--- src/rtl/sdram_cmd_seq.sv ---
module sdram_cmd_seq #(
  parameter int ROW_W  = 12,
  parameter int COL_W  = 9,
  parameter int BA_W   = 2,
  parameter int AP_BIT = 10,
  parameter int T_INIT = 20000,
  parameter int T_RCD  = 2,
  parameter int T_RP   = 2,
  parameter int T_RC   = 7,
  parameter int T_RFC  = 7,
  parameter int T_MRD  = 2,
  parameter int T_DAL  = 4,
  parameter int T_REFI = 1560,
  parameter logic [ROW_W-1:0] MODE_WORD = 12'h020
) (
  input  logic                         clk,
  input  logic                         rst_n,
  input  logic                         req_valid,
  input  logic                         req_write,
  input  logic [BA_W+ROW_W+COL_W-1:0]  req_addr,
  output logic                         req_ready,
  output logic                         mem_cke,
  output logic                         mem_cs_n,
  output logic                         mem_ras_n,
  output logic                         mem_cas_n,
  output logic                         mem_we_n,
  output logic [ROW_W-1:0]             mem_addr,
  output logic [BA_W-1:0]              mem_ba
);
  localparam int ADDR_W = BA_W + ROW_W + COL_W;
  localparam int RC_TAIL = T_RC - T_RCD;
  localparam int WR_GAP = (RC_TAIL > T_DAL) ? RC_TAIL : T_DAL;
  localparam int RD_GAP = (RC_TAIL > T_RP + 1) ? RC_TAIL : T_RP + 1;
  localparam int CNT_W = $clog2(T_INIT + T_RC + T_DAL + T_RFC + T_RP + T_MRD + T_RCD + 1);
  localparam int REF_W = $clog2(T_REFI + 1);

  localparam logic [3:0] C_MRS = 4'b0000, C_REF = 4'b0001, C_PRE = 4'b0010,
                         C_ACT = 4'b0011, C_WR  = 4'b0100, C_RD  = 4'b0101,
                         C_NOP = 4'b0111;

  typedef enum logic [2:0] {S_PRE, S_REF1, S_REF2, S_MRS, S_IDLE, S_RW} state_t;

  state_t            state, nxt;
  logic [CNT_W-1:0]  cnt, cnt_d;
  logic [REF_W-1:0]  ref_cnt;
  logic              ref_pend, init_done, init_set, take, ref_clr;
  logic              wr_l;
  logic [BA_W-1:0]   ba_l, ba_d;
  logic [COL_W-1:0]  col_l;
  logic [ROW_W-1:0]  a_d;
  logic [3:0]        cmd_q, cmd_d;

  wire [BA_W-1:0]  req_bank = req_addr[ADDR_W-1 -: BA_W];
  wire [ROW_W-1:0] req_row  = req_addr[COL_W +: ROW_W];
  wire [COL_W-1:0] req_col  = req_addr[COL_W-1:0];
  wire             slot     = (cnt == '0);

  assign req_ready = (state == S_IDLE) && slot && !ref_pend && req_valid;
  assign {mem_cs_n, mem_ras_n, mem_cas_n, mem_we_n} = cmd_q;

  always_comb begin
    nxt      = state;
    cnt_d    = slot ? '0 : cnt - 1'b1;
    cmd_d    = C_NOP;
    a_d      = '0;
    ba_d     = '0;
    take     = 1'b0;
    ref_clr  = 1'b0;
    init_set = 1'b0;
    if (slot) begin
      case (state)
        S_PRE: begin
          cmd_d = C_PRE; a_d[AP_BIT] = 1'b1;
          cnt_d = CNT_W'(T_RP - 1); nxt = S_REF1;
        end
        S_REF1: begin
          cmd_d = C_REF; cnt_d = CNT_W'(T_RFC - 1); nxt = S_REF2;
        end
        S_REF2: begin
          cmd_d = C_REF; cnt_d = CNT_W'(T_RFC - 1); nxt = S_MRS;
        end
        S_MRS: begin
          cmd_d = C_MRS; a_d = MODE_WORD;
          cnt_d = CNT_W'(T_MRD - 1); nxt = S_IDLE; init_set = 1'b1;
        end
        S_IDLE: begin
          if (ref_pend) begin
            cmd_d = C_REF; cnt_d = CNT_W'(T_RFC - 1); ref_clr = 1'b1;
          end else if (req_valid) begin
            cmd_d = C_ACT; ba_d = req_bank; a_d = req_row;
            cnt_d = CNT_W'(T_RCD - 1); nxt = S_RW; take = 1'b1;
          end
        end
        S_RW: begin
          cmd_d = wr_l ? C_WR : C_RD;
          ba_d = ba_l;
          a_d[COL_W-1:0] = col_l;
          a_d[AP_BIT] = 1'b1;
          cnt_d = wr_l ? CNT_W'(WR_GAP - 1) : CNT_W'(RD_GAP - 1);
          nxt = S_IDLE;
        end
        default: nxt = S_IDLE;
      endcase
    end
  end

  always_ff @(posedge clk or negedge rst_n) begin
    if (!rst_n) begin
      state     <= S_PRE;
      cnt       <= CNT_W'(T_INIT);
      cmd_q     <= 4'b1111;
      mem_addr  <= '0;
      mem_ba    <= '0;
      mem_cke   <= 1'b0;
      ref_cnt   <= '0;
      ref_pend  <= 1'b0;
      init_done <= 1'b0;
      wr_l      <= 1'b0;
      ba_l      <= '0;
      col_l     <= '0;
    end else begin
      state    <= nxt;
      cnt      <= cnt_d;
      cmd_q    <= cmd_d;
      mem_addr <= a_d;
      mem_ba   <= ba_d;
      mem_cke  <= 1'b1;
      if (take) begin
        wr_l  <= req_write;
        ba_l  <= req_bank;
        col_l <= req_col;
      end
      if (init_set) init_done <= 1'b1;
      if (ref_clr) ref_pend <= 1'b0;
      if (init_done) begin
        if (ref_cnt == REF_W'(T_REFI - 1)) begin
          ref_cnt  <= '0;
          ref_pend <= 1'b1;
        end else begin
          ref_cnt <= ref_cnt + 1'b1;
        end
      end
    end
  end
endmodule

--- config.mk ---
export PLATFORM = sky130hd
export DESIGN_NAME = sdram_cmd_seq
export DESIGN_NICKNAME = d
export VERILOG_FILES = /design/src/rtl/sdram_cmd_seq.sv
export SDC_FILE = /design/constraint.sdc
export NUM_CORES = 1
export LEC_CHECK = 0
export ABC_AREA = 1
export BUFFER_PORTS_ARGS = -buffer_cell sky130_fd_sc_hd__buf_2
export CORE_ASPECT_RATIO = 1.1
export CORE_MARGIN = 4
export CORE_UTILIZATION = 30
export CTS_BUF_LIST = sky130_fd_sc_hd__clkbuf_4
export DETAILED_ROUTE_END_ITERATION = 8
export PLACE_DENSITY_LB_ADDON = 0.15
export SYNTH_ARGS = -nofsm -noshare
export SYNTH_HDL_FRONTEND = slang
export SYNTH_SLANG_ARGS = --single-unit
--- constraint.sdc ---
create_clock -name clk -period 1.8 [get_ports clk]
set_clock_uncertainty 0.05 [all_clocks]
set_input_delay 0.27 -clock clk [delete_from_list [all_inputs] [get_ports clk]]
set_output_delay 0.27 -clock clk [all_outputs]
set_load 0.01 [all_outputs]
==> run metrics, run 1 <==
status=complete, but fails checks; unrepaired setup endpoints after global routing=yes; violated checks=negative setup slack; final design utilization=39.6%; slowest CP cell=dfrtp_1; EDFF count, synth=0; fraction of final layout cells with drive strength greater than 1=about 25%; GPL Wtd Cong=0.809; Synth Instances=374; Fin. Hold Viols=0; top_reg_cell synth=dfrtp_1; first-pass GRT wire length=between 10000 and 15000 µm; vias in the first global route=2680; P_sw=1.34 mW; most used cell, CP=inv_2; DP HPWL=5260 µm; number of max-cap violations=0; Setup Viol. Count Final=1; Rows=38; Root Driver=clkbuf_4; initial antenna violation count=1; full die area=around 12000 µm²; drt initial violations=127; Final Non-Filler Cells=584; CP cell instances=inv_2 > ha_4 > inv_2 > nor2_1 > nand2_1 > nor2_4 > nand2_8 > nor2_8 > buf_6; routed vias=about 2600; Power Dens Cells=between 1000 and 1500 nW/µm²; die height=~110 µm; via/cell ratio=approximately 4.4; Slowest Stage Delay on Critical Path=between 0.3 and 0.4 ns; Max VDD drop=467 µV; Flop pwr share=45.7%; Chip Width=105 µm; Synth top area share=between 40% and 50%; grt ovf=0; power consumption=around 4.0 mW; Critical Path End Type=output pin; First-pass DRT Iterations=5; htree depth=3; gr usage total=13.6%; Post-synth ARST share=between 90% and 100%; met3 wire len=301 µm; Critical Path AT=1.63 ns; P_int=2.65 mW; pre-CTS WS=0.0897 ns; Net Sw Frac=33.7%; Clock Sink Count=62; period utilization=109%; PortBufs=46; Routed Antenna Nets=0; clk buf depth=2; cts bufs inserted=9; Layout area overhead=27.7%; Synth area leader=dfrtp_1; largest net degree at the start of global routing=46; Mapped Nets=404; CTS tree=yes; Max Slew Vio Count=0; Synth top cells by count=100 x nand2_1, 57 x nor2_1, 53 x dfrtp_1; WL met1=3440 µm; Placed Instances=543; Startpoint Class=flop; Mean Syn Cell Area=roughly 8 µm²; most frequent cell after synthesis=nand2_1; # DRC=0; Max Freq=512 MHz; Ys Warns=0; critical path class=reg2out; io pins=47; core area=9940 µm²; CP required=1.48 ns; critical path fanouts, max=2; Clock power frac=28.2%; Design Area, Final=3940 µm²; Unique masters post-synth=29; highest metal used=met4; setup ws final=-0.154 ns; met2 WL=around 3600 µm; # nets final=488; Final min period=1.95 ns; Clk Latency, worst-skew pair=0.43 ns; combinational share of power=26.0%; WL/cell=about 13 µm; P_leak=between 2 and 2.5 nW; Worst-path clk slew=about 0.11 ns; FF+latch count, synth=62; leading post-synthesis cells by cell area=dfrtp_1 43%, nand2_1 12%, dfstp_2 7.7%; post-synthesis cell area=3080 µm²; Initial Util=31.0%; DRT Wirelength=7500 µm; DP Area=3500 µm²; Seq/Total Area, Yosys=50.7%; worst min path class=in2reg
-- worst max-delay path, delay by kind of cell (launching register included) --
family | cells | cell delay, ns
DFF | 1 | 0.39
and+or+nand+nor | 5 | 0.49
adders and majority gates | 1 | 0.14
buffers and inverters | 3 | 0.22
-- through the flow --
stage / hold slack [ns] / TNS [ns]
3_5_place_dp: 0.212 / 0
3_3_place_gp: 0.209 / 0
4_1_cts: 0.0216 / -0.236
5_1_grt: 0.0280 / -0.278
6_report: 0.0542 / -0.154
2_1_floorplan: -0.0756 / 0
-- flip-flops by register name, indices dropped and copies added (netlist names) --
register and flops:
ref_pend 1, state 3, ba_l 2, ref_cnt 11, col_l 9, cmd_q 4, mem_cke 1, mem_addr 12
cnt 15, wr_l 1, init_done 1, mem_ba 2
-- layout make-up --
class	instances	area (µm²)
Antenna cell	1	2.50
Clock buffer	11	82.6
Clock inverter	5	75.1
Fill cell	1025	6000
Inverter	46	173
Multi-Input combinational cell	260	1320
Sequential cell	62	1560
Tap cell	120	150
Timing Repair Buffer	79	566
-- logic make-up after synthesis --
logic type	count (synthesis)	synth area share, %
XOR/XNOR	9	2.56
flip-flops	62	50.7
adder cells (fa/ha/maj)	3	1.22
other	2	0.244
AO/OA/AOI/OAI	31	5.88
buffers and inverters	52	7.14
AND/OR/NAND/NOR	215	32.3
-- timing repair --
| action | in CTS | in global routing |
|---|---|---|
| pin swaps | 3 | 4 |
| buffers inserted | 5 | 4 |
| hold buffers | 16 | 0 |
| setup endpoints to repair | 1 | 22 |
| hold endpoints to repair | 29 | 0 |
| gates cloned | 0 | 1 |
| gates resized for setup | 6 | 6 |
-- routing by layer --
metal  vias up  global-route usage [%]
li1       1333                       -
met1      1187                    16.2
met2        51                    23.4
met3         8                    3.21
met4         0                    6.04
met5         -                       0
-- placed cells by master (no fill, tap or decap), types with 9 or more instances in the layout --
| cell | instances |
|---|---|
| a22oi_1 | 10 |
| nand3_1 | 24 |
| inv_1 | 42 |
| clkbuf_4 | 11 |
| nand2_1 | 100 |
| dlygate4sd3_1 | 16 |
| nand2_2 | 11 |
| buf_4 | 13 |
| o21ai_0 | 11 |
| nor2_1 | 56 |
| dfrtp_1 | 52 |
| a21oi_1 | 9 |
| dfstp_2 | 9 |
| buf_2 | 45 |
-- worst paths after layout --
check	startpoint	endpoint	slack, ns	cells after the start
setup / recovery	cnt[1]	req_ready	-0.15	9
hold / removal	req_addr[13]	mem_addr[4]	0.05	3
setup reg to reg	cnt[1]	cnt[2]	0.11	11
hold reg to reg	wr_l	wr_l	0.44	2
max in group asynchronous	rst_n	cmd_q[2]	0.75	3
min in group asynchronous	rst_n	ref_cnt[6]	0.26	2
-- power groups by stage --
stage / registers [mW] / logic, mW / clock network (mW)
after floorplan: 1.80 / 0.723 / 0
after global placement: 1.84 / 0.944 / 0
after detailed placement: 1.84 / 0.942 / 0
after CTS: 1.82 / 1.01 / 1.17
after global routing: 1.86 / 1.19 / 1.24
final: 1.83 / 1.04 / 1.13
No activity file was read; power rests on OpenSTA's default activity.
==> run 2: changes to the inputs <==
ABC_AREA = default   (was 1)
CELL_PAD_IN_SITES_DETAIL_PLACEMENT = 2   (was default)
CELL_PAD_IN_SITES_GLOBAL_PLACEMENT = 2   (was default)
==> run 2 against run 1 <==
  * The flow still finishes with violations (negative setup slack)
  * Critical path depth shrank 2
  * Sequential power is essentially flat
  * Synthesized cell count down 33%
  * Core utilization rose by 3.4 points
  * Cell area shrank 2.1%
==> run metrics, run 2 <==
status=complete, but fails checks; violated checks=negative setup slack; post-synthesis cell area=2800 µm² (-9.3%); critical path class=reg2out; Worst-path clk slew=0.12 ns (about the same); top_reg_cell synth=dfrtp_1; Fin. Hold Viols=0 (unchanged); most frequent cell after synthesis=dfrtp_1; EDFF count, synth=0 (unchanged); P_sw=1.41 mW (+4.6%); routed vias=2226 (-14%); met3 Use GR=3.71% (+0.50 points); Clk Latency, worst-skew pair=0.40 ns (-0.03 ns); Final min period=2.04 ns (+0.0832 ns); Clock power frac=26.2% (-2.0 points); clk buf depth=2 (unchanged); Chip Width=100 µm (-4.4%); Layout area overhead=37.8%; CP required=1.48 ns (about the same); Setup Viol. Count Final=17 (+16); Flop pwr share=42.7% (-3.0 points); First-pass DRT Iterations=4 (-1); grt met1 use=19.2% (+3.0 points); unrepaired setup endpoints after global routing=yes; grt ovf=0 (unchanged); drt initial violations=65 (-49%); commonest non-fill, non-tap cell in the layout=dfrtp_1; # nets final=374 (-23%); worst min path class=in2reg; Initial Util=31.2% (+0.19 points); P_int=2.94 mW (+11%); io pins=47 (unchanged); # DRC=0 (unchanged); DP Area=3370 µm² (-3.5%); Ys Warns=0 (unchanged); Post-synth ARST share=100% (unchanged); critical path fanouts, max=2 (unchanged); Startpoint Class=flop; die height=109 µm (-4.4%); PortBufs=46 (unchanged); Critical Path AT=1.72 ns (+0.09 ns); Mean Syn Cell Area=11.1 µm² (+35%); GR peak layer=met2; Synth top cells by count=53 x dfrtp_1, 37 x nor2_1, 15 x nand2_1; final design utilization=43.0% (+3.4 points); Seq/Total Area, Yosys=55.9% (+5.2 points); combinational share of power=31.0% (+5.0 points); fraction of final layout cells with drive strength greater than 1=46.4% (+21 points); most flop-heavy register=cnt; number of antenna diodes=0 (-1); Synth top area share=47.4% (+4.4 points); Max VDD drop=346 µV (-26%); GPL Wtd Cong=0.720 (-11%); Max Slew Vio Count=0 (unchanged); Mapped Nets=282 (-30%); Clock Sink Count=62 (unchanged); met2 Use GR=26.1% (+2.6 points); htree depth=3 (unchanged); WL/cell=17.4 µm (+35%); Fillers=938 (-8.5%); gr usage total=15.5% (+1.9 points); Max Freq=491 MHz (-4.1%); Design Area, Final=3850 µm² (-2.1%); DRT Wirelength=8050 µm (+7.2%); initial antenna violation count=0 (-1); cts bufs inserted=9 (unchanged); Synth area leader=dfrtp_1; Unique masters post-synth=46 (+59%); Rows=36 (-5.3%); period utilization=113% (+4.6 points); Largest register FFs=15 (unchanged); leading post-synthesis cells by cell area=dfrtp_1 47%, dfstp_2 8.5%, nor2_1 5.0%; Synth Instances=252 (-33%); Power Dens Cells=1130 nW/µm² (+11%); largest net degree at the start of global routing=63 (+37%); most frequent cells in the layout=52 x dfrtp_1, 46 x buf_2, 37 x nor2_1; full die area=10900 µm² (-8.6%); power consumption=4.35 mW (+9.0%); core area=8960 µm² (-9.8%); Regs by FF count=cnt x15, mem_addr x12, ref_cnt x11; first-pass GRT wire length=13100 µm (+2.5%); setup ws final=-0.237 ns (-0.0832 ns); Net Sw Frac=32.3% (-1.4 points); P_leak=1.84 nW (-12%); FF+latch count, synth=62 (unchanged); hold_ws=0.0470 ns (-0.00723 ns); Routed Antenna Nets=0 (unchanged); Root Driver=clkbuf_4; DP HPWL=5110 µm (-2.8%); vias in the first global route=2566 (-4.3%); CTS tree=yes; Critical Path End Type=output pin; via/cell ratio=4.81 (+8.9%); pre-CTS WS=-0.114 ns (-0.204 ns); number of max-cap violations=0 (unchanged)
## run 2: layout make-up
type	count	area (µm²)	share of cell area (%)
Sequential cell	62	1560	40.6
Multi-Input combinational cell	171	1300	33.7
Clock buffer	9	67.6	1.75
Inverter	8	32.5	0.844
Timing Repair Buffer	92	649	16.8
Clock inverter	7	98.8	2.56
Tap cell	114	143	3.70
## run 2: final timing paths
path,startpoint,end,slack [ns],cells past startpoint
min,req_addr[2],col_l[2],0.05,2
max in group asynchronous,rst_n,cnt[9],0.99,3
max reg2reg,cnt[0],wr_l,-0.23,9
min reg2reg,ref_cnt[0],ref_cnt[0],0.47,1
min in group asynchronous,rst_n,mem_addr[10],0.33,3
max,cnt[0],req_ready,-0.24,7
## run 2: critical path, cell delays in order, from the launching register on
cell     delay, ns
dfrtp_1       0.41
inv_2         0.08
ha_4          0.13
nor4b_4       0.21
and4_4        0.28
nand2_4       0.07
inv_4         0.05
buf_6         0.09
## run 2: layer usage
metal  wire length [µm]  vias up
li1                   -     1057
met5                  0        -
met1               3580     1121
met3                322        7
met2               4030       41
met4                115        0
## run 2: cells by family (layout without fill, tap and decap cells)
logic type	Yosys count	count (layout)	share of synthesized area, %
AOI/OAI and AO/OA	42	42	9.62
xor gates and xnor gates	16	16	5.01
adders and majority gates	3	3	1.34
buffers and inverters	19	116	3.00
DFF	62	62	55.9
muxes	16	16	7.60
other	2	2	0.268
and+or+nand+nor	92	92	17.3
## run 2: through the flow
step           TNS [ns]  std cells
2_1_floorplan    -0.143        252
3_3_place_gp     -0.387        432
3_5_place_dp      -2.01        432
4_1_cts           -4.91        458
5_1_grt           -5.72        463
6_report          -3.16        463
## run 2: power by group through the flow
stage          clock network [mW]  registers [mW]  logic [mW]
4_1_cts                      1.18            1.86        1.18
3_5_place_dp                    0            1.84        1.02
2_1_floorplan                   0            1.82       0.518
3_3_place_gp                    0            1.82       0.988
5_1_grt                      1.26            1.90        1.51
6_report                     1.14            1.86        1.35
## run 2: repair_timing
action                     CTS  global route
setup endpoints to repair   33            45
gates resized for setup     22            24
hold endpoints to repair    53             0
hold buffers                 1             0
buffers inserted             8             8
pin swaps                    3             9
gates cloned                 1             1
==> run 3: changes to the inputs <==
CAP_MARGIN = 15   (was default)
CTS_BUF_LIST = sky130_fd_sc_hd__clkbuf_2 sky130_fd_sc_hd__clkbuf_4 sky130_fd_sc_hd__clkbuf_8   (was sky130_fd_sc_hd__clkbuf_4)
==> run 3 against run 2 <==
  * The flow still finishes with violations (negative setup slack)
  * Cell count down 1.5%
  * Register-to-register slack better by 0.07 ns
  * Count of clock-buffer cells in the layout unchanged
  * Sequential cell count unchanged
  * Routed wire length is 4.8% lower
  * Critical path depth did not move
  * Fmax increased by 2.6%
  * Sequential power about the same
  * Non-clock buffer count fell by 7
  * Critical path type unchanged
  * Critical endpoint unchanged
==> run metrics, run 3 (synthesis results as in run 2) <==
status=complete, but fails checks; violated checks=negative setup slack; Root Driver=clkbuf_8; gr usage total=15.1% (-0.31 points); Clock Sink Count=62 (unchanged); vias in the first global route=2492 (-2.9%); Worst-path clk slew=0.07 ns (-0.05 ns); relative slew slack=about two thirds; PortBufs=46 (unchanged); Initial Util=31.2% (unchanged); worst min path class=in2reg; most frequent cells in the layout=52 x dfrtp_1, 46 x buf_2, 37 x nor2_1; Final min period=1.99 ns (-0.0517 ns); grt ovf=0 (unchanged); drt initial violations=64 (-1.5%); Startpoint Class=flop; setup ws final=-0.185 ns (+0.0517 ns); Critical Path AT=1.67 ns (-0.05 ns); P_leak=1.80 nW (-1.8%); core area=8960 µm² (unchanged); initial antenna violation count=0 (unchanged); Critical Path End Type=output pin; most flop-heavy register=cnt; Power Dens Cells=1180 nW/µm² (+4.7%); DP HPWL=5110 µm (unchanged); Chip Width=100 µm (unchanged); period utilization=110% (-2.9 points); full die area=10900 µm² (unchanged); cts bufs inserted=9 (unchanged); CP required=1.48 ns (about the same); WL/cell=16.8 µm (-3.3%); fraction of final layout cells with drive strength greater than 1=45.0% (-1.4 points); Max VDD drop=374 µV (+8.2%); CTS tree=yes; Setup Viol. Count Final=16 (-1); clk buf depth=2 (unchanged); largest net degree at the start of global routing=63 (unchanged); routed vias=2197 (-1.3%); DRT Wirelength=7660 µm (-4.8%); Final Non-Filler Cells=456 (-1.5%); io pins=47 (unchanged); Max Slew Vio Count=0 (unchanged); Fin. Hold Viols=0 (unchanged); critical path class=reg2out; number of max-cap violations=0 (unchanged); first-pass GRT wire length=12700 µm (-3.1%); # nets final=367 (-1.9%); Routed Antenna Nets=0 (unchanged); die height=109 µm (unchanged); Layout area overhead=35.9%; critical path fanouts, max=2 (unchanged); commonest non-fill, non-tap cell in the layout=dfrtp_1; hold_ws=0.104 ns (+0.0570 ns); Regs by FF count=cnt x15, mem_addr x12, ref_cnt x11; measured slew at the worst slew-check pin=0.498 ns; number of antenna diodes=0 (unchanged); Placed Instances=432 (unchanged); First-pass DRT Iterations=4 (unchanged); unrepaired setup endpoints after global routing=yes; via/cell ratio=4.82 (+0.21%); Clk Latency, worst-skew pair=0.34 ns (-0.06 ns); Max Freq=504 MHz (+2.6%); Rows=36 (unchanged); GPL Wtd Cong=0.720 (unchanged); htree depth=3 (unchanged); power consumption=4.49 mW (+3.3%); # DRC=0 (unchanged); Largest register FFs=15 (unchanged)
run 3: path summary, 6_finish.rpt:
path | from | endpoint | slack, ns | depth (start not counted)
min reg2reg | col_l[2] | col_l[2] | 0.46 | 1
max in group asynchronous | rst_n | cmd_q[3] | 0.95 | 3
max reg2reg | cnt[1] | cnt[13] | -0.16 | 5
min in group asynchronous | rst_n | cnt[7] | 0.41 | 3
max | cnt[0] | req_ready | -0.19 | 7
min | req_addr[7] | col_l[7] | 0.10 | 2
run 3: per-stage QoR:
step           utilization [%]  worst slack (ns)  area [µm²]  setup TNS, ns
2_1_floorplan                -           -0.0589        2800         -0.143
3_3_place_gp              37.6           -0.0827        3370         -0.387
3_5_place_dp              37.6            -0.114        3370          -2.01
4_1_cts                   41.4            -0.317        3710          -2.94
5_1_grt                   42.4            -0.301        3800          -4.07
6_report                  42.4            -0.185        3800          -1.20
run 3: critical path, stage by stage, from the launching register on:
cell and delay [ns]:
dfrtp_1 0.39, inv_2 0.09, ha_4 0.14, nor4b_4 0.22, and4_4 0.28, nand2_4 0.06
inv_4 0.05, buf_6 0.09
run 3: report_power, final:
group / total, mW / internal [mW] / switching, mW / leakage, nW
Clock: 1.38 / 0.784 / 0.599 / 0.109
Sequential: 1.85 / 1.62 / 0.228 / 0.777
Combinational: 1.26 / 0.699 / 0.559 / 0.918
Total: 4.49 / 3.11 / 1.39 / 1.80
run 3: repair_timing:
item,4_1_cts,5_1_grt
hold endpoints to repair,53,0
hold buffers,1,0
cloned,0,1
gates resized for setup,13,22
buffers inserted,6,4
setup endpoints to repair,32,46
pin swaps,3,8
run 3: metal layers:
layer / vias up / track usage, % / share of wire [%]
met5: - / 0 / 0
met3: 11 / 4.80 / 4.3
met1: 1109 / 18.9 / 44
met4: 0 / 5.49 / 1.5
met2: 38 / 24.7 / 50
li1: 1039 / - / -
run 3: area by class of cell:
cell class | instances | area, µm²
Clock buffer | 9 | 124
Clock inverter | 7 | 98.8
Fill cell | 933 | 5160
Inverter | 8 | 32.5
Multi-Input combinational cell | 171 | 1290
Sequential cell | 62 | 1560
Tap cell | 114 | 143
Timing Repair Buffer | 85 | 549
